[config.mk]
export PLATFORM = sky130hd
export DESIGN_NAME = flash_status_engine
export DESIGN_NICKNAME = d
export VERILOG_FILES = /design/src/rtl/flash_pkg.sv /design/src/rtl/fl_bus_decode.sv /design/src/rtl/fl_read_mux.sv /design/src/rtl/flash_status_engine.sv
export SDC_FILE = /design/constraint.sdc
export NUM_CORES = 2
export LEC_CHECK = 0
export ABC_CLOCK_PERIOD_IN_PS = 9400
export BUFFER_PORTS_ARGS = -buffer_cell sky130_fd_sc_hd__buf_2
export CORE_UTILIZATION = 25
export DETAILED_ROUTE_END_ITERATION = 12
export HOLD_SLACK_MARGIN = 0.15
export PLACE_DENSITY_LB_ADDON = 0.15
export SLEW_MARGIN = 20
export SYNTH_ARGS = -nofsm -noshare
export SYNTH_HDL_FRONTEND = slang
export SYNTH_SLANG_ARGS = --single-unit
[constraint.sdc]
create_clock -name clk -period 9.4 [get_ports clk]
set_input_delay 1.41 -clock clk [delete_from_list [all_inputs] [get_ports clk]]
set_output_delay 1.41 -clock clk [all_outputs]
set_load 0.02 [all_outputs]
[src/rtl/flash_pkg.sv]
package flash_pkg;

    typedef enum logic [2:0] {
        ST_READ      = 3'd0,
        ST_PROG_ARM  = 3'd1,
        ST_ERS_SETUP = 3'd2,
        ST_PROG_BUSY = 3'd3,
        ST_ERS_PRE   = 3'd4,
        ST_ERS_WAIT  = 3'd5,
        ST_ERS_SUSP  = 3'd6
    } eng_state_e;

    localparam logic [7:0] CMD_PROG    = 8'hA0;
    localparam logic [7:0] CMD_ERS     = 8'h80;
    localparam logic [7:0] CMD_SECTOR  = 8'h30;
    localparam logic [7:0] CMD_GO      = 8'h10;
    localparam logic [7:0] CMD_CANCEL  = 8'hF0;
    localparam logic [7:0] CMD_SUSPEND = 8'hB0;
    localparam logic [7:0] CMD_LOCK    = 8'h60;

    function automatic logic is_busy(input eng_state_e s);
        return (s == ST_PROG_BUSY) || (s == ST_ERS_PRE) || (s == ST_ERS_WAIT);
    endfunction

endpackage

[src/rtl/fl_bus_decode.sv]
module fl_bus_decode (
    input  logic clk,
    input  logic rst_n,
    input  logic ce_n,
    input  logic oe_n,
    input  logic we_n,
    output logic rd_now,
    output logic rd_end,
    output logic wr_pulse
);
    typedef struct packed {
        logic rd;
        logic wr;
    } dec_t;

    dec_t dec_d, dec_q;
    logic wr_now;

    always_comb begin
        rd_now   = !ce_n && !oe_n && we_n;
        wr_now   = !ce_n && oe_n && !we_n;
        dec_d.rd = rd_now;
        dec_d.wr = wr_now;
        rd_end   = dec_q.rd && !rd_now;
        wr_pulse = wr_now && !dec_q.wr;
    end

    always_ff @(posedge clk or negedge rst_n) begin
        if (!rst_n) dec_q <= '0;
        else        dec_q <= dec_d;
    end

    // a bus cycle cannot be both a read and a write
    always_comb begin
        if (rst_n) AST_RD_WR_EXCL: assert (!(rd_now && wr_pulse));
    end
endmodule

[src/rtl/fl_read_mux.sv]
module fl_read_mux #(
    parameter int DW      = 8,
    parameter int AW      = 6,
    parameter int SECTORS = 4,
    localparam int DEPTH  = 1 << AW,
    localparam int SW     = $clog2(SECTORS)
) (
    input  logic                      rst_n,
    input  logic                      rd_now,
    input  logic                      busy,
    input  logic                      susp,
    input  logic                      poll_bit7,
    input  logic                      tog,
    input  logic [SECTORS-1:0]        ers_mask,
    input  logic [DEPTH-1:0][DW-1:0]  mem,
    input  logic [AW-1:0]             addr,
    output logic [DW-1:0]             dq_out,
    output logic                      dq_oe
);
    logic [SW-1:0] sec;

    always_comb begin
        sec    = addr[AW-1 -: SW];
        dq_out = '0;
        if (busy) begin
            dq_out[7] = poll_bit7;
            dq_out[6] = tog;
        end else if (susp && ers_mask[sec]) begin
            dq_out[6] = tog;
        end else begin
            dq_out = mem[addr];
        end
        dq_oe = rd_now && rst_n;
    end
endmodule

[src/rtl/flash_status_engine.sv]
module flash_status_engine
    import flash_pkg::*;
#(
    parameter int DW        = 8,
    parameter int AW        = 6,
    parameter int SECTORS   = 4,
    parameter int PROG_CYC  = 8,
    parameter int ERASE_CYC = 40
) (
    input  logic          clk,
    input  logic          rst_n,
    input  logic          ce_n,
    input  logic          oe_n,
    input  logic          we_n,
    input  logic [AW-1:0] addr,
    input  logic [DW-1:0] dq_in,
    output logic [DW-1:0] dq_out,
    output logic          dq_oe,
    output logic          ry_by
);
    localparam int DEPTH = 1 << AW;
    localparam int SW    = $clog2(SECTORS);
    localparam int MAXC  = (PROG_CYC > ERASE_CYC) ? PROG_CYC : ERASE_CYC;
    localparam int CW    = $clog2(MAXC + 1);

    typedef struct packed {
        eng_state_e                st;
        logic [DEPTH-1:0][DW-1:0]  mem;
        logic [SECTORS-1:0]        lock;
        logic [SECTORS-1:0]        mark;
        logic [AW-1:0]             op_addr;
        logic [DW-1:0]             op_data;
        logic [CW-1:0]             cnt;
        logic [AW-1:0]             idx;
        logic                      tog;
        logic                      susp_wait;
    } eng_t;

    eng_t eng_d, eng_q;
    logic rd_now, rd_end, wr_pulse, busy;
    logic [7:0] cmd;

    function automatic logic [SW-1:0] sec_of(input logic [AW-1:0] a);
        return a[AW-1 -: SW];
    endfunction

    fl_bus_decode u_dec (
        .clk(clk), .rst_n(rst_n), .ce_n(ce_n), .oe_n(oe_n), .we_n(we_n),
        .rd_now(rd_now), .rd_end(rd_end), .wr_pulse(wr_pulse)
    );

    always_comb begin
        eng_d = eng_q;
        busy  = is_busy(eng_q.st);
        cmd   = dq_in[7:0];
        if (rd_end && busy) eng_d.tog = !eng_q.tog;
        case (eng_q.st)
            ST_READ: if (wr_pulse) begin
                if (cmd == CMD_PROG) eng_d.st = ST_PROG_ARM;
                else if (cmd == CMD_ERS) begin
                    eng_d.st   = ST_ERS_SETUP;
                    eng_d.mark = '0;
                end else if (cmd == CMD_LOCK) eng_d.lock[sec_of(addr)] = 1'b1;
            end
            ST_PROG_ARM: if (wr_pulse) begin
                eng_d.op_addr = addr;
                eng_d.op_data = dq_in;
                eng_d.cnt     = CW'(PROG_CYC - 1);
                eng_d.st      = ST_PROG_BUSY;
            end
            ST_ERS_SETUP: if (wr_pulse) begin
                if (cmd == CMD_SECTOR) eng_d.mark[sec_of(addr)] = 1'b1;
                else if (cmd == CMD_GO) begin
                    eng_d.mark = ((eng_q.mark == '0) ? '1 : eng_q.mark) & ~eng_q.lock;
                    eng_d.idx  = '0;
                    eng_d.st   = ST_ERS_PRE;
                end else if (cmd == CMD_CANCEL) begin
                    eng_d.mark = '0;
                    eng_d.st   = ST_READ;
                end
            end
            ST_PROG_BUSY: begin
                if (eng_q.cnt == '0) begin
                    if (!eng_q.lock[sec_of(eng_q.op_addr)])
                        eng_d.mem[eng_q.op_addr] = eng_q.mem[eng_q.op_addr] & eng_q.op_data;
                    eng_d.st = ST_READ;
                end else eng_d.cnt = eng_q.cnt - 1'b1;
            end
            ST_ERS_PRE: begin
                if (wr_pulse && cmd == CMD_SUSPEND) begin
                    eng_d.st        = ST_ERS_SUSP;
                    eng_d.susp_wait = 1'b0;
                end else begin
                    if (eng_q.mark[sec_of(eng_q.idx)]) eng_d.mem[eng_q.idx] = '0;
                    if (eng_q.idx == AW'(DEPTH - 1)) begin
                        eng_d.cnt = CW'(ERASE_CYC - 1);
                        eng_d.st  = ST_ERS_WAIT;
                    end else eng_d.idx = eng_q.idx + 1'b1;
                end
            end
            ST_ERS_WAIT: begin
                if (wr_pulse && cmd == CMD_SUSPEND) begin
                    eng_d.st        = ST_ERS_SUSP;
                    eng_d.susp_wait = 1'b1;
                end else if (eng_q.cnt == '0) begin
                    for (int i = 0; i < DEPTH; i++)
                        if (eng_q.mark[sec_of(AW'(i))]) eng_d.mem[i] = '1;
                    eng_d.mark = '0;
                    eng_d.st   = ST_READ;
                end else eng_d.cnt = eng_q.cnt - 1'b1;
            end
            ST_ERS_SUSP: if (wr_pulse && cmd == CMD_SECTOR)
                eng_d.st = eng_q.susp_wait ? ST_ERS_WAIT : ST_ERS_PRE;
            default: eng_d.st = ST_READ;
        endcase
    end

    always_ff @(posedge clk or negedge rst_n) begin
        if (!rst_n) begin
            eng_q     <= '0;
            eng_q.mem <= '1;
        end else eng_q <= eng_d;
    end

    fl_read_mux #(.DW(DW), .AW(AW), .SECTORS(SECTORS)) u_mux (
        .rst_n(rst_n), .rd_now(rd_now), .busy(busy),
        .susp(eng_q.st == ST_ERS_SUSP),
        .poll_bit7((eng_q.st == ST_PROG_BUSY) ? !eng_q.op_data[7] : 1'b0),
        .tog(eng_q.tog), .ers_mask(eng_q.mark), .mem(eng_q.mem), .addr(addr),
        .dq_out(dq_out), .dq_oe(dq_oe)
    );

    assign ry_by = !busy;

    AST_PROG_CLEARS_ONLY: assert property (@(posedge clk) disable iff (!rst_n)
        (eng_q.st == ST_PROG_BUSY) |=> ((eng_q.mem & ~$past(eng_q.mem)) == '0));
    AST_LOCK_KEEPS: assert property (@(posedge clk) disable iff (!rst_n)
        (eng_q.st == ST_PROG_BUSY && eng_q.lock[sec_of(eng_q.op_addr)]) |=> $stable(eng_q.mem));
    AST_DONE_READY: assert property (@(posedge clk) disable iff (!rst_n)
        (eng_q.st == ST_PROG_BUSY && eng_q.cnt == '0) |=> ry_by);
    AST_TOGGLE_STEP: assert property (@(posedge clk) disable iff (!rst_n)
        (rd_end && busy) |=> (eng_q.tog != $past(eng_q.tog)));
    AST_SUSP_FROZEN: assert property (@(posedge clk) disable iff (!rst_n)
        (eng_q.st == ST_ERS_SUSP) |=> ($stable(eng_q.mem) && $stable(eng_q.cnt)));
    always_comb begin
        if (dq_oe) AST_DRIVE_ON_READ: assert (!ce_n && !oe_n && we_n && rst_n);
    end
endmodule

### Word-level counts from Yosys, hierarchy flattened

Index checks and enable logic that the tools add are counted.

* bits in registers: 553
* bits of input ports: 19
* output and inout bits: 10
* word-level logic and storage cells: 252

* $add $sub $neg: 2
* order comparisons: 9
* eq/ne operators: 41
* mux-type cells: 73
* bitwise logic cells: 9
* reduce and logical (&&, ||, !) cells: 43

Operators with widths (count)
* $mux W512: 4
* $pmux W512 S3: 1
* $mux W515: 2
* $and A512 B512 Y512: 1
* $bwmux W512: 1
* $not A512 Y512: 1
* $bmux W8 S6: 2
* $demux W8 S6: 2
* $mux W8: 8
* $mux W6: 10
* $mux W4: 10
* $reduce_and A8 Y1: 5
* $mux W3: 12
* $ne A2 B2 Y1 const B: 17
* $eq A8 B8 Y1 const B: 4
* $pmux W6 S4: 1
* $lt A6 B7 Y1 const B: 3
* $pmux W3 S7: 1
* $logic_and A1 B1 Y1: 14
* $ge A6 B1 Y1 const B: 2
* $mux W12: 1
* $pmux W4 S3: 1
* $pmux W6 S2: 1
* $mux W1: 10
* other kinds (37): 63

### Depth between registers and ports, before layout

* word-level depth: 9
* depth in mapped cells: 14
* depth with buffers taken out: 9

### By module

Synthesis repeated with hierarchy kept, for this count alone.

* cells, all modules: 2976
* area total of the unflattened synthesis: 33254.4 µm²

Modules (own cells, without submodules)
* flash_status_engine: times used 1, cells each 2690, area each 28965.3 µm²
* fl_read_mux: times used 1, cells each 280, area each 4199.0 µm²
* fl_bus_decode: times used 1, cells each 6, area each 90.1 µm²

### Least setup slack after synthesis

Ideal clock, no wire load.

* path kind: input -> output
* from: in addr[0]
* to: out dq_out[0]
* arrival time: 3.810 ns
* data required time: 7.990 ns
* slack: 4.180 ns
* cell stages on the path: 7
* path buffers: 3
* cells stage by stage: buf_2 > buf_1 > buf_2 > mux4_2 > mux4_2 > mux2i_1 > o22ai_1

* word-level cells in the longest chain between the ends: 4

RTL lines
* from (decl): line flash_status_engine.sv:15 `input logic [AW-1:0] addr,`
* $bmux W8 S6: line fl_read_mux.sv:31 `dq_out = mem[addr];`
* $mux W8 (implied by the code): line fl_read_mux.sv:31
* $mux W6: line fl_read_mux.sv:28 `end else if (susp && ers_mask[sec]) begin`
* $mux W6: line fl_read_mux.sv:25 `if (busy) begin`
* to (decl): line flash_status_engine.sv:17 `output logic [DW-1:0] dq_out,`

No other way between the ends. The select of a mux whose other input is x is not followed.

### Final worst setup path

* from: in addr[0]
* to: out dq_out[6]

* word-level cells in the longest chain between the ends: 4

RTL lines (line)
* $bmux W8 S6: fl_read_mux.sv:31
* $mux W8 (implied by the code): fl_read_mux.sv:31
* $mux W1: fl_read_mux.sv:28
* $mux W2: fl_read_mux.sv:25

No other way between the ends. The select of a mux whose other input is x is not followed.

==> metrics.txt <==
status=finished clean; mapped cell area=32500 um^2; pwr dens=260 nW/um^2; Yosys warnings=0; Max Clock Freq=0.155 GHz; HP Class=register to register; critical path required time=7990 ps; Port Buffer Count=28; grt total ovfl=0; PnR worst setup slack=2950 ps; setup violators final=0; Final min period=6450 ps; CTS H-tree depth=3; placed insts=4711; clk root buf=clkbuf_16; count leader, synth=dfstp_2; num ports=29; number of setup buffers added after CTS=0; WHS Path Cells=1; TritonCTS clock tree=yes; Yosys reg bits=553; RSZ-0062 raised after global routing=false; final non-filler cell total=4837; Syn Inst Count=3163; CTS clk-pin slew, worst paths=50 ps; XOR/XNOR Fraction of Synth Area=0.0539%; register area share after synthesis=44.5%; Synth async-reset ratio=100%; FF-to-FF Start=eng_q[24]; fin nets=3073; clk_lat worst skew=670 ps; peak fanout along the critical path=63; Via Count=29200; peak supply drop=280 uV; DRC=0; Hold WS=498 ps; Die Span X=363 um; hold wc startpoint=eng_q[11]; max capacitance violation total=0; post-synthesis simple-gate area fraction=7.45%; Top FF cell, synth=dfstp_2; Worst-Margin Slew=1250 ps; first-pass GRT wire length=230000 um; crit path kind=input port to primary output; initial antenna violation count=8; Worst Skew=41.4 ps; crit end category=primary output; post_cts resized=0; period utilization=68.6%; GR Layer Usage met3=5.66%; Net Count, Synth=3185; vias in the first global route=28100; Detail Route Antenna Nets=0; final wirelength=164000 um; Post-synth EDFFs=0; pre-CTS setup slack=3000 ps; Yosys top cell by area=dfstp_2; largest net degree at the start of global routing=100; mux cell area share after synthesis=17.0%; Max Root-Sink Buffers=3; CP arrival=5040 ps; FILL cells=13400; vias per cell=6.03; DIE AREA=131000 um^2; Initial Util=25.3%; Compound-Gate Fraction of Synth Area=26.5%; core area=128000 um^2; GPL Wtd Cong=0.965; Mean Syn Cell Area=10.3 um^2; Num CTS Buffers=67; GR Util All Layers=24.5%; Final TNS setup=0 ps; Synth area leaders=dfstp_2 41%, mux4_2 12%, a21oi_1 7.9%; Avg WL per Cell=33.9 um; Synth cell types=73; Die Ht=363 um; Pleak=12.4 nW; drt first pass iters=6; synth cell count leaders=512 x dfstp_2, 510 x a21oi_1, 324 x o21ai_1; ratio of cells with drive above 1 in the final layout=32.1%; clock sink total=553; post-DP HPWL=110000 um; reg2reg setup slack=4300 ps; Syn-to-layout area delta=12.6%; largest family of logic cells by synthesized area=compound AO/OA/AOI/OAI gates; met2 GRT Util=36.4%; cts hold-fix bufs=0; Final Util=28.5%; met1 Resource Use GR=33.8%; type of origin of the critical path=input port; Post-Synth Adder-Cell Area=0.115%; GRT Max-Usage Layer=met2; Slew HR=16.2%; Hold Path End=eng_q[11]; R2R depth=11; top cell type's share of synthesized area=41.4%; num rows=131; Hold Violations, Final=0; Initial DRC Count=4096; Slew Viols, Final=0
-- power breakdown --
group / switching (W) / leakage (nW) / internal, W
Clock: 0.00116 / 1.11 / 0.00161
Sequential: 0.000191 / 5.86 / 0.00247
Combinational: 0.00320 / 5.39 / 0.000880
Total: 0.00455 / 12.4 / 0.00496
-- kinds of logic (layout without fill, tap and decap cells) --
logic type	Yosys count	count (layout)
AND/OR/NAND/NOR	544	544
adder cells (fa/ha/maj)	3	3
multiplexers	334	334
other	0	3
XOR/XNOR	2	2
flip-flops	553	553
buffers and inverters	309	251
AO/OA/AOI/OAI	1418	1418
-- worst max-delay path by stage --
stage / from / endpoint / slack, ps
after detailed placement: addr[0] / dq_out[7] / 3000
after CTS: addr[0] / dq_out[7] / 3000
after floorplan: addr[0] / dq_out[0] / 4180
after global routing: addr[0] / dq_out[7] / 2760
after global placement: addr[0] / dq_out[7] / 3020
final: addr[0] / dq_out[6] / 2950
-- critical path, cell delays in order --
cell	delay, ps
buf_8	570
buf_4	800
mux4_2	600
mux2i_1	410
o32ai_1	180
a21oi_1	280
a31oi_1	350
buf_2	280
-- stage by stage --
| step | instance area, um^2 | power (W) |
|---|---|---|
| final | 36600 | 0.00951 |
| after CTS | 36600 | 0.00942 |
| after detailed placement | 34300 | 0.00663 |
| after global routing | 36600 | 0.00968 |
| after global placement | 34300 | 0.00664 |
| after floorplan | 32500 | 0.00473 |
-- per-layer routing --
layer	routed length [um]	up-vias
met5	40	-
met4	7710	6
met3	14600	344
met2	71200	1617
met1	70400	15200
li1	-	12000
-- cell type report --
class | count | area (um^2) | share of cell area, %
clock inverter | 20 | 228 | 0.622
multi-input combinational | 2301 | 16800 | 45.8
tap | 1729 | 2160 | 5.91
timing repair buffer | 113 | 817 | 2.23
clock buffer | 103 | 2070 | 5.64
sequential | 553 | 14500 | 39.6
inverter | 15 | 56.3 | 0.154
antenna | 3 | 7.51 | 0.0205
-- cell usage in the layout, fill, tap and decap left out, types with 38 or more instances in the layout --
| master | Yosys | layout |
|---|---|---|
| a21oi_1 | 510 | 509 |
| nor3_1 | 61 | 60 |
| dfrtp_1 | 41 | 38 |
| mux4_2 | 168 | 168 |
| o21ai_1 | 324 | 319 |
| clkbuf_16 | 0 | 70 |
| mux2_2 | 40 | 40 |
| buf_4 | 8 | 84 |
| dfstp_2 | 512 | 512 |
| nor2_1 | 174 | 164 |
| o21ai_0 | 205 | 205 |
| a221o_1 | 156 | 156 |
| nand2_1 | 195 | 194 |
| mux2i_1 | 99 | 99 |
| a22oi_1 | 51 | 51 |
Note: power is estimated with default switching activity, not from simulation.
